$ cat config.mk
export PLATFORM = sky130hd
export DESIGN_NAME = cpwm3_top
export DESIGN_NICKNAME = d
export VERILOG_FILES = /design/src/rtl/cpwm_pkg.sv /design/src/rtl/cpwm_regs.sv /design/src/rtl/cpwm_seq.sv /design/src/rtl/cpwm_phase.sv /design/src/rtl/cpwm3_top.sv
export SDC_FILE = /design/constraint.sdc
export NUM_CORES = 1
export LEC_CHECK = 0
export BUFFER_PORTS_ARGS = -buffer_cell sky130_fd_sc_hd__buf_2
export CAP_MARGIN = 10
export CORE_MARGIN = 3
export CORE_UTILIZATION = 45
export CTS_BUF_LIST = sky130_fd_sc_hd__clkbuf_2 sky130_fd_sc_hd__clkbuf_4 sky130_fd_sc_hd__clkbuf_8
export DETAILED_ROUTE_END_ITERATION = 12
export PLACE_DENSITY = 0.68
export SLEW_MARGIN = 0
export SYNTH_ARGS = -nofsm -noshare
export SYNTH_HDL_FRONTEND = slang
export SYNTH_SLANG_ARGS = --single-unit
$ cat constraint.sdc
create_clock -name clk -period 3.8 [get_ports clk]
set_input_delay 0.57 -clock clk [delete_from_list [all_inputs] [get_ports clk]]
set_output_delay 0.57 -clock clk [all_outputs]
set_load 0.05 [all_outputs]
$ cat src/rtl/cpwm_pkg.sv
package cpwm_pkg;

    typedef enum logic [1:0] {
        ST_IDLE = 2'd0,
        ST_XFER = 2'd1,
        ST_UP   = 2'd2,
        ST_DOWN = 2'd3
    } cpwm_state_e;

    localparam int AW         = 3;
    localparam int ADDR_PEAK  = 0;
    localparam int ADDR_HALF  = 1;
    localparam int ADDR_DEAD  = 2;
    localparam int ADDR_LVL   = 3;
    localparam int ADDR_DUTY0 = 4;

endpackage

$ cat src/rtl/cpwm_regs.sv
module cpwm_regs
    import cpwm_pkg::*;
#(
    parameter int CW  = 16,
    parameter int NPH = 3
) (
    input  logic                    clk,
    input  logic                    rst_n,
    input  logic                    wr_en,
    input  logic [AW-1:0]           wr_addr,
    input  logic [CW-1:0]           wr_data,
    input  logic                    lock,
    input  logic                    xfer,
    output logic [CW-1:0]           peak_c,
    output logic [CW-1:0]           half_c,
    output logic [CW-1:0]           dead_r,
    output logic [NPH-1:0][CW-1:0]  duty_c,
    output logic                    lvl_p,
    output logic                    lvl_n
);

    logic [CW-1:0] peak_b;
    logic [CW-1:0] half_b;

    // staging buffers and the directly written, lock-protected fields
    always_ff @(posedge clk) begin
        if (!rst_n) begin
            peak_b <= '0;
            half_b <= '0;
            dead_r <= '0;
            lvl_p  <= 1'b1;
            lvl_n  <= 1'b1;
        end else if (wr_en) begin
            case (wr_addr)
                AW'(ADDR_PEAK): peak_b <= wr_data;
                AW'(ADDR_HALF): half_b <= wr_data;
                AW'(ADDR_DEAD): begin
                    if (!lock) dead_r <= wr_data;
                end
                AW'(ADDR_LVL): begin
                    if (!lock) begin
                        lvl_p <= wr_data[0];
                        lvl_n <= wr_data[1];
                    end
                end
                default: ;
            endcase
        end
    end

    // working compare registers for the carrier limits
    always_ff @(posedge clk) begin
        if (!rst_n) begin
            peak_c <= '0;
            half_c <= '0;
        end else if (xfer) begin
            peak_c <= peak_b;
            half_c <= half_b;
        end
    end

    // per-phase duty buffer and compare register
    for (genvar g = 0; g < NPH; g++) begin : g_duty
        logic [CW-1:0] duty_b;
        logic [CW-1:0] duty_q;

        always_ff @(posedge clk) begin
            if (!rst_n) begin
                duty_b <= '0;
            end else if (wr_en && (wr_addr == AW'(ADDR_DUTY0 + g))) begin
                duty_b <= wr_data;
            end
        end

        always_ff @(posedge clk) begin
            if (!rst_n) begin
                duty_q <= '0;
            end else if (xfer) begin
                duty_q <= duty_b;
            end
        end

        assign duty_c[g] = duty_q;
    end

endmodule

$ cat src/rtl/cpwm_seq.sv
module cpwm_seq
    import cpwm_pkg::*;
#(
    parameter int CW = 16
) (
    input  logic          clk,
    input  logic          rst_n,
    input  logic          run_en,
    input  logic [CW-1:0] dead,
    input  logic [CW-1:0] peak_c,
    input  logic [CW-1:0] half_c,
    output cpwm_state_e   state,
    output logic [CW-1:0] ctr_lo,
    output logic [CW-1:0] ctr_hi,
    output logic          xfer,
    output logic          counting
);

    localparam int EW = CW + 1;

    cpwm_state_e state_q;
    cpwm_state_e state_d;

    logic [EW-1:0] lo_inc;
    logic [EW-1:0] hi_inc;
    logic          top_hit;
    logic          bot_hit;

    assign lo_inc  = {1'b0, ctr_lo} + EW'(1);
    assign hi_inc  = {1'b0, ctr_hi} + EW'(1);
    assign top_hit = (lo_inc >= {1'b0, half_c}) || (hi_inc >= {1'b0, peak_c});
    assign bot_hit = (ctr_lo <= CW'(1));

    // next-state decode
    always_comb begin
        state_d = state_q;
        unique case (state_q)
            ST_IDLE: state_d = run_en ? ST_XFER : ST_IDLE;
            ST_XFER: state_d = run_en ? ST_UP   : ST_IDLE;
            ST_UP: begin
                if (!run_en)      state_d = ST_IDLE;
                else if (top_hit) state_d = ST_DOWN;
            end
            ST_DOWN: begin
                if (!run_en)      state_d = ST_IDLE;
                else if (bot_hit) state_d = ST_UP;
            end
        endcase
    end

    // state register
    always_ff @(posedge clk) begin
        if (!rst_n) state_q <= ST_IDLE;
        else        state_q <= state_d;
    end

    // counter pair, stepped together so they stay Td apart
    always_ff @(posedge clk) begin
        if (!rst_n) begin
            ctr_lo <= '0;
            ctr_hi <= '0;
        end else begin
            unique case (state_q)
                ST_XFER: begin
                    if (run_en) begin
                        ctr_lo <= '0;
                        ctr_hi <= dead;
                    end
                end
                ST_UP: begin
                    if (run_en) begin
                        ctr_lo <= ctr_lo + CW'(1);
                        ctr_hi <= ctr_hi + CW'(1);
                    end
                end
                ST_DOWN: begin
                    if (run_en) begin
                        ctr_lo <= ctr_lo - CW'(1);
                        ctr_hi <= ctr_hi - CW'(1);
                    end
                end
                ST_IDLE: ;
            endcase
        end
    end

    assign state    = state_q;
    assign xfer     = (state_q == ST_XFER);
    assign counting = (state_q == ST_UP) || (state_q == ST_DOWN);

endmodule

$ cat src/rtl/cpwm_phase.sv
module cpwm_phase #(
    parameter int CW = 16
) (
    input  logic          counting,
    input  logic [CW-1:0] ctr_lo,
    input  logic [CW-1:0] ctr_hi,
    input  logic [CW-1:0] duty,
    input  logic          lvl_p,
    input  logic          lvl_n,
    output logic          act_p,
    output logic          act_n,
    output logic          pin_p,
    output logic          pin_n
);

    // positive side keyed to the lower counter, negative side to the upper
    assign act_p = counting && (ctr_lo >= duty);
    assign act_n = counting && (ctr_hi <  duty);

    assign pin_p = act_p ? lvl_p : ~lvl_p;
    assign pin_n = act_n ? lvl_n : ~lvl_n;

endmodule

$ cat src/rtl/cpwm3_top.sv
module cpwm3_top
    import cpwm_pkg::*;
#(
    parameter int CW  = 16,
    parameter int NPH = 3
) (
    input  logic           clk,
    input  logic           rst_n,
    input  logic           run_en,
    input  logic           wr_en,
    input  logic [2:0]     wr_addr,
    input  logic [CW-1:0]  wr_data,
    output logic [NPH-1:0] pwm_p,
    output logic [NPH-1:0] pwm_n
);

    logic [CW-1:0]          peak_c;
    logic [CW-1:0]          half_c;
    logic [CW-1:0]          dead_r;
    logic [NPH-1:0][CW-1:0] duty_c;
    logic                   lvl_p;
    logic                   lvl_n;
    cpwm_state_e            state;
    logic [CW-1:0]          ctr_lo;
    logic [CW-1:0]          ctr_hi;
    logic                   xfer;
    logic                   counting;
    logic [NPH-1:0]         act_p;
    logic [NPH-1:0]         act_n;

    cpwm_regs #(.CW(CW), .NPH(NPH)) u_regs (
        .clk     (clk),
        .rst_n   (rst_n),
        .wr_en   (wr_en),
        .wr_addr (wr_addr),
        .wr_data (wr_data),
        .lock    (run_en),
        .xfer    (xfer),
        .peak_c  (peak_c),
        .half_c  (half_c),
        .dead_r  (dead_r),
        .duty_c  (duty_c),
        .lvl_p   (lvl_p),
        .lvl_n   (lvl_n)
    );

    cpwm_seq #(.CW(CW)) u_seq (
        .clk      (clk),
        .rst_n    (rst_n),
        .run_en   (run_en),
        .dead     (dead_r),
        .peak_c   (peak_c),
        .half_c   (half_c),
        .state    (state),
        .ctr_lo   (ctr_lo),
        .ctr_hi   (ctr_hi),
        .xfer     (xfer),
        .counting (counting)
    );

    for (genvar g = 0; g < NPH; g++) begin : g_ph
        cpwm_phase #(.CW(CW)) u_phase (
            .counting (counting),
            .ctr_lo   (ctr_lo),
            .ctr_hi   (ctr_hi),
            .duty     (duty_c[g]),
            .lvl_p    (lvl_p),
            .lvl_n    (lvl_n),
            .act_p    (act_p[g]),
            .act_n    (act_n[g]),
            .pin_p    (pwm_p[g]),
            .pin_n    (pwm_n[g])
        );
    end

endmodule

## Yosys cells after proc, flatten, opt, wreduce, memory -nomap -nowiden

Cells that the tools add are included.

- Flip-flop bits (word level): 212
- Output and inout port bits: 6
- Bits of input ports: 23
- Logic and storage cells: 89

- Bitwise operators: 3
- Reductions and logical operators: 20
- $add $sub $neg: 6
- Equality and inequality tests: 14
- Mux-type cells: 21
- Order comparisons: 9

Operators by type and width:

| operator | count |
|---|---|
| 16-bit 2-to-1 mux | 6 |
| 16-bit one-hot mux with 3 select lines | 2 |
| 16-bit >= comparator | 3 |
| 16-bit less-than comparator | 3 |
| 16-bit by 1-bit adder with 17-bit output (second input constant) | 2 |
| 17-bit by 16-bit >= comparator with 1-bit output | 2 |
| 16-bit by 1-bit adder with 16-bit output (second input constant) | 2 |
| 16-bit by 1-bit subtractor with 16-bit output (second input constant) | 2 |
| 16-bit by 1-bit <= comparator with 1-bit output (second input constant) | 1 |
| 2-bit 2-to-1 mux | 5 |
| 3-bit equality test (second input constant) | 3 |
| 1-bit logical AND | 9 |
| 2-bit one-hot mux with 4 select lines | 1 |
| 1-bit 2-to-1 mux | 7 |
| 3-bit by 2-bit equality test with 1-bit output (second input constant) | 2 |
| 2-bit inequality test (second input constant) | 3 |
| 3-bit by 2-bit inequality test with 1-bit output (second input constant) | 2 |
| 2-bit AND reduction | 3 |
| 3-bit AND reduction | 2 |
| 2-bit equality test (second input constant) | 2 |
| 4-bit AND reduction | 1 |
| 3-bit by 1-bit equality test with 1-bit output (second input constant) | 1 |
| 3-bit logical NOT | 1 |
| 1-bit inverter | 3 |
| 4 further kinds | 5 |

## Longest topological paths before layout

- Depth in word-level cells: 6
- Mapped depth: 14
- Mapped depth without buffers: 14

## Hierarchy

From an unflattened synthesis, not the netlist that was laid out.

- Cell total of the unflattened synthesis: 1561
- Area total of the unflattened synthesis: 13320.3 um^2

By module, submodules not included:

| module | cells an instance | sequential area each (um^2) | area each (um^2) | instances |
|---|---|---|---|---|
| cpwm_regs | 700 | 3563.4 | 6822.8 | 1 |
| cpwm_seq | 537 | 680.7 | 3967.6 | 1 |
| cpwm_phase | 108 | 0.0 | 843.3 | 3 |

## Least setup slack after synthesis

Ideal clock, no wire load.

- Path type: register -> register
- From: register u_seq.ctr_lo[3]
- To: register u_seq.state_q[0], in the netlist u_seq.state[0]
- Data arrival time: 2.880 ns
- Path buffers: 1
- Clock period less this slack: 2.997 ns
- Cell stages (with the launch flop): 13
- Setup time: 0.117 ns
- Setup slack: 0.803 ns
- Path through: dfxtp_1 clkbuf_1 nand2_1 or3b_2 nor3_1 xor2_1 ha_1 or4_1 a221oi_1 nand3_1 a311o_1 a31oi_1 nor3_1

- Word-level cells in the longest chain between the ends: 5
- Elaborated cells between the ends (all ways): 7
- Classes of those cells: add/sub: 1; order compare: 2; eq/ne: 2; reduce/logical: 2

RTL lines:

| element | RTL line | source |
|---|---|---|
| start, declared | cpwm_seq.sv:13 | `output logic [CW-1:0] ctr_lo,` |
| start signal, assigned | cpwm_seq.sv:72 | `ctr_lo <= ctr_lo + CW'(1);` |
| start signal, assigned | cpwm_seq.sv:78 | `ctr_lo <= ctr_lo - CW'(1);` |
| 16-bit by 1-bit adder with 17-bit output | cpwm_seq.sv:29 | `assign lo_inc = {1'b0, ctr_lo} + EW'(1);` |
| 17-bit by 16-bit >= comparator with 1-bit output | cpwm_seq.sv:31 | `assign top_hit = (lo_inc >= {1'b0, half_c}) \|\| (hi_inc >= {1'b0, peak_c});` |
| 1-bit logical OR | cpwm_seq.sv:31 |  |
| 3-bit by 2-bit inequality test with 1-bit output (no line) | -- |  |
| 2-bit AND reduction (no line) * | -- |  |
| end signal, assigned | cpwm_seq.sv:54 | `else state_q <= state_d;` |
| end, declared | cpwm_seq.sv:21 | `cpwm_state_e state_q;` |

Every way passes the cells marked *; elsewhere a longest branch is shown, timed or not.
A chain may end at the register's enable or synchronous reset.

## Worst setup path after layout

- From: register u_seq.ctr_lo[0]
- To: output pwm_p[2]

- Word-level cells in the longest chain between the ends: 3

RTL lines:

| element | RTL line | source |
|---|---|---|
| 16-bit >= comparator | cpwm_phase.sv:17 | `assign act_p = counting && (ctr_lo >= duty);` |
| 1-bit logical AND | cpwm_phase.sv:17 |  |
| 1-bit 2-to-1 mux | cpwm_phase.sv:20 | `assign pin_p = act_p ? lvl_p : ~lvl_p;` |
| end, declared | cpwm3_top.sv:13 | `output logic [NPH-1:0] pwm_p,` |

No other way between the ends.

==> key figures <==
Route
  • Antenna Nets Post-Route: 0
  • Drc violations: 0
  • Vias post-DR: 11011
  • Pre-antenna DRT Iters: 5
  • WL/cell: 19.23 um
  • WL final: 37.36 mm
  • 1st-iter DRT viols: 810
  • Via density: 5.667

Synthesis
  • Cells after Synth: 1568
  • Synth Area per Inst: 7.736 um^2
  • Synth unique cells: 59
  • Yosys Warn Count: 0
  • EDFF count, synth: 0
  • Mapped Area: 12130 um^2
  • Post-synth ARST share: 0%
  • Leading area contributor after synthesis: dfxtp_1
  • Top-count cell post-synth: nand2_1
  • Synth Register Bits: 212
  • Register area share after synthesis: 34.99%
  • Post-synthesis net count: 1735
  • Synth Flop Type: dfxtp_1
  • Synth top area share: 34.99%
  • Top cells by area, synth: dfxtp_1 (35%), ha_1 (15%), nand2_1 (12%)
  • Top cells by count, synth: nand2_1 (382), dfxtp_1 (212), a21oi_1 (211)

Floorplan
  • Area of the core: 26280 um^2
  • Chip width: 170.2 um
  • Die ar.: 28960 um^2
  • Initial Utilization: 46.16%
  • DIE HEIGHT: 170.2 um
  • Site Rows: 59
  • # IOs: 29

GRT
  • Grt total ovfl: 0
  • Largest net degree at the start of global routing: 93
  • First-pass GRT wire length: 59.15 mm
  • Total GRT Usage: 25.84%
  • Vias in the first global route: 10379
  • Initial antenna violation count: 0

Final layout
  • Layout Cells excl Fill: 1943
  • Final core utilization: 51.01%
  • NumNets Final: 1751
  • Final instance area: 13410 um^2
  • Antenna Cells: 0
  • FILL cells: 2561
  • P&R area growth vs syn: 10.52%
  • Share of layout cells above drive strength 1: 8.644%

Timing
  • Least-Margin Pin Slew: 1089 ps
  • Ratio of final minimum period to clock period: 95.87%
  • Rel. slew slack: 27.02%
  • Minimum clock period: 3643 ps
  • Final worst slack: 157.1 ps
  • Final Max Slew Viols: 0
  • Setup tns final: 0 ps
  • Hold Slack: 337.3 ps
  • Final Hold Viols: 0
  • RSZ-0062 raised after global routing: no
  • # setup viols final: 0
  • Clock skew: 24.70 ps
  • FMAX: 274.5 MHz

Worst setup path
  • WP buf/inv: 2
  • Worst Setup End Kind: output pin
  • CP Data Required Time: 3230 ps
  • Slowest stage cell, crit path: dfxtp_2
  • CP delay by family, top: compound AO/OA/AOI/OAI gates
  • CP Launch Type: flop
  • Critical Path Max Stage Delay: 400 ps
  • Worst-path cell chain: inv_1 -> ha_1 -> nand2b_1 -> a21o_1 -> a21oi_1 -> o21ai_0 -> o2111ai_1 -> a211oi_1 -> a221oi_1 -> xor2_1 -> buf_2
  • Crit-path max FO: 9
  • CP Class: flop to output pin
  • Arrival time at the worst endpoint: 3070 ps

Clocking
  • Root buf cell: clkbuf_8
  • Worst-path clk slew: 60 ps
  • Clock Sink Count: 212
  • Clock buffer count from CTS: 38
  • CTS tree: built
  • Clk_lat worst skew: 540 ps
  • CTS HTree Levels: 2
  • Postcts setup bufs: 0
  • Clock Path Buffers: 3
  • Hold-fix buffers, CTS: 0

Place
  • Post-Place Cell Area: 12610 um^2
  • Dpl cells: 1879
  • GP Congestion: 0.9921
  • Buffers on Ports: 28
  • Pre-CTS setup slack: 585.2 ps
  • Dpl hpwl: 26.92 mm

Job
  • Max-capacitance violation count: 0

Power and ir drop
  • Peak VDD IR: 0.0002819 V
  • Power Density: 380.0 nW/um^2
  • Pwr Total: 5.094 mW
  • Leakage: 5.136 nW

Outcome
  • Status: finished, final reports clean

Worst hold path
  • HP Class: input pin to flop
-- worst paths after layout --
check | slack [ps] | cells past startpoint | from | endpoint
setup / recovery | 160 | 11 | u_seq.ctr_lo[0] | pwm_p[2]
hold / removal | 340 | 3 | wr_data[5] | u_regs.g_duty[0].duty_b[5]
setup reg to reg | 490 | 12 | u_seq.ctr_lo[1] | u_seq.state[0]
hold reg to reg | 440 | 2 | u_regs.peak_b[7] | u_regs.peak_c[7]
-- per-layer routing --
metal / vias to the layer above / global-route usage (%) / wire [um]
met4: 0 / 7.231 / 873
met2: 380 / 40.58 / 16510
met1: 5160 / 37.15 / 17430
met5: - / 0 / 0
met3: 72 / 3.693 / 2545
li1: 5399 / - / -
-- sequential cells by signal, indices dropped and copies added, names as in the netlist --
signal,flops
u_seq.ctr_lo,16
u_regs.peak_c,16
u_regs.lvl_n,1
u_regs.half_b,16
u_regs.g_duty.duty_b,48
u_regs.lvl_p,1
u_regs.dead_r,16
u_regs.half_c,16
u_seq.state,2
u_regs.g_duty.duty_q,48
u_seq.ctr_hi,16
u_regs.peak_b,16
-- what timing repair did --
| item | CTS | global route |
|---|---|---|
| endpoints found under the hold margin | 0 | 0 |
| setup endpoints to repair | 0 | 6 |
| resized for setup | 0 | 4 |
-- cell type report --
class / instances / area, um^2 / area share [%]
clock inverter: 7 / 71.32 / 0.5320
timing repair buffer: 59 / 385.4 / 2.874
inverter: 91 / 346.6 / 2.585
tap: 335 / 419.2 / 3.126
sequential: 212 / 4248 / 31.68
multi-input combinational: 1182 / 7221 / 53.86
clock buffer: 57 / 715.7 / 5.338
-- power breakdown --
part           leakage [nW]  switching, mW  internal, mW  total [mW]
Sequential             1.71         0.0395          2.26        2.30
Clock                 0.414          0.959          1.27        2.23
Combinational          3.01          0.372         0.193       0.564
-- worst reg2reg max path: cells and delay by family, from the launching register on --
kind | cells | cell delay [ps]
adder cells (fa/ha/maj) | 2 | 610
flip-flops | 1 | 510
AND/OR/NAND/NOR | 5 | 1010
AO/OA/AOI/OAI | 4 | 880
XOR/XNOR | 1 | 180
-- cells in the final DEF (no fill, tap or decap), types with 22 or more instances in the layout --
cell type  synthesis  routed
xnor2_1           22      22
nand3_1           26      26
o21ai_0           50      50
nand2_1          382     381
mux2i_1           23      23
dfxtp_1          212     209
xor2_1            25      25
clkbuf_8           0      46
a21o_1            35      35
buf_2              4      28
inv_1             88      88
buf_4              6      30
nor2_1            82      80
a21oi_1          211     211
ha_1             143     143
-- cells by family after synthesis --
| logic type | count (synthesis) | share of synthesized area [%] |
|---|---|---|
| mux | 23 | 1.898 |
| compound gates | 393 | 19.24 |
| simple gates | 575 | 19.84 |
| fa+ha+maj | 144 | 14.91 |
| flops | 212 | 34.99 |
| xor+xnor | 47 | 3.393 |
| buf+inv | 174 | 5.735 |
(Power assumes the default switching activity.)
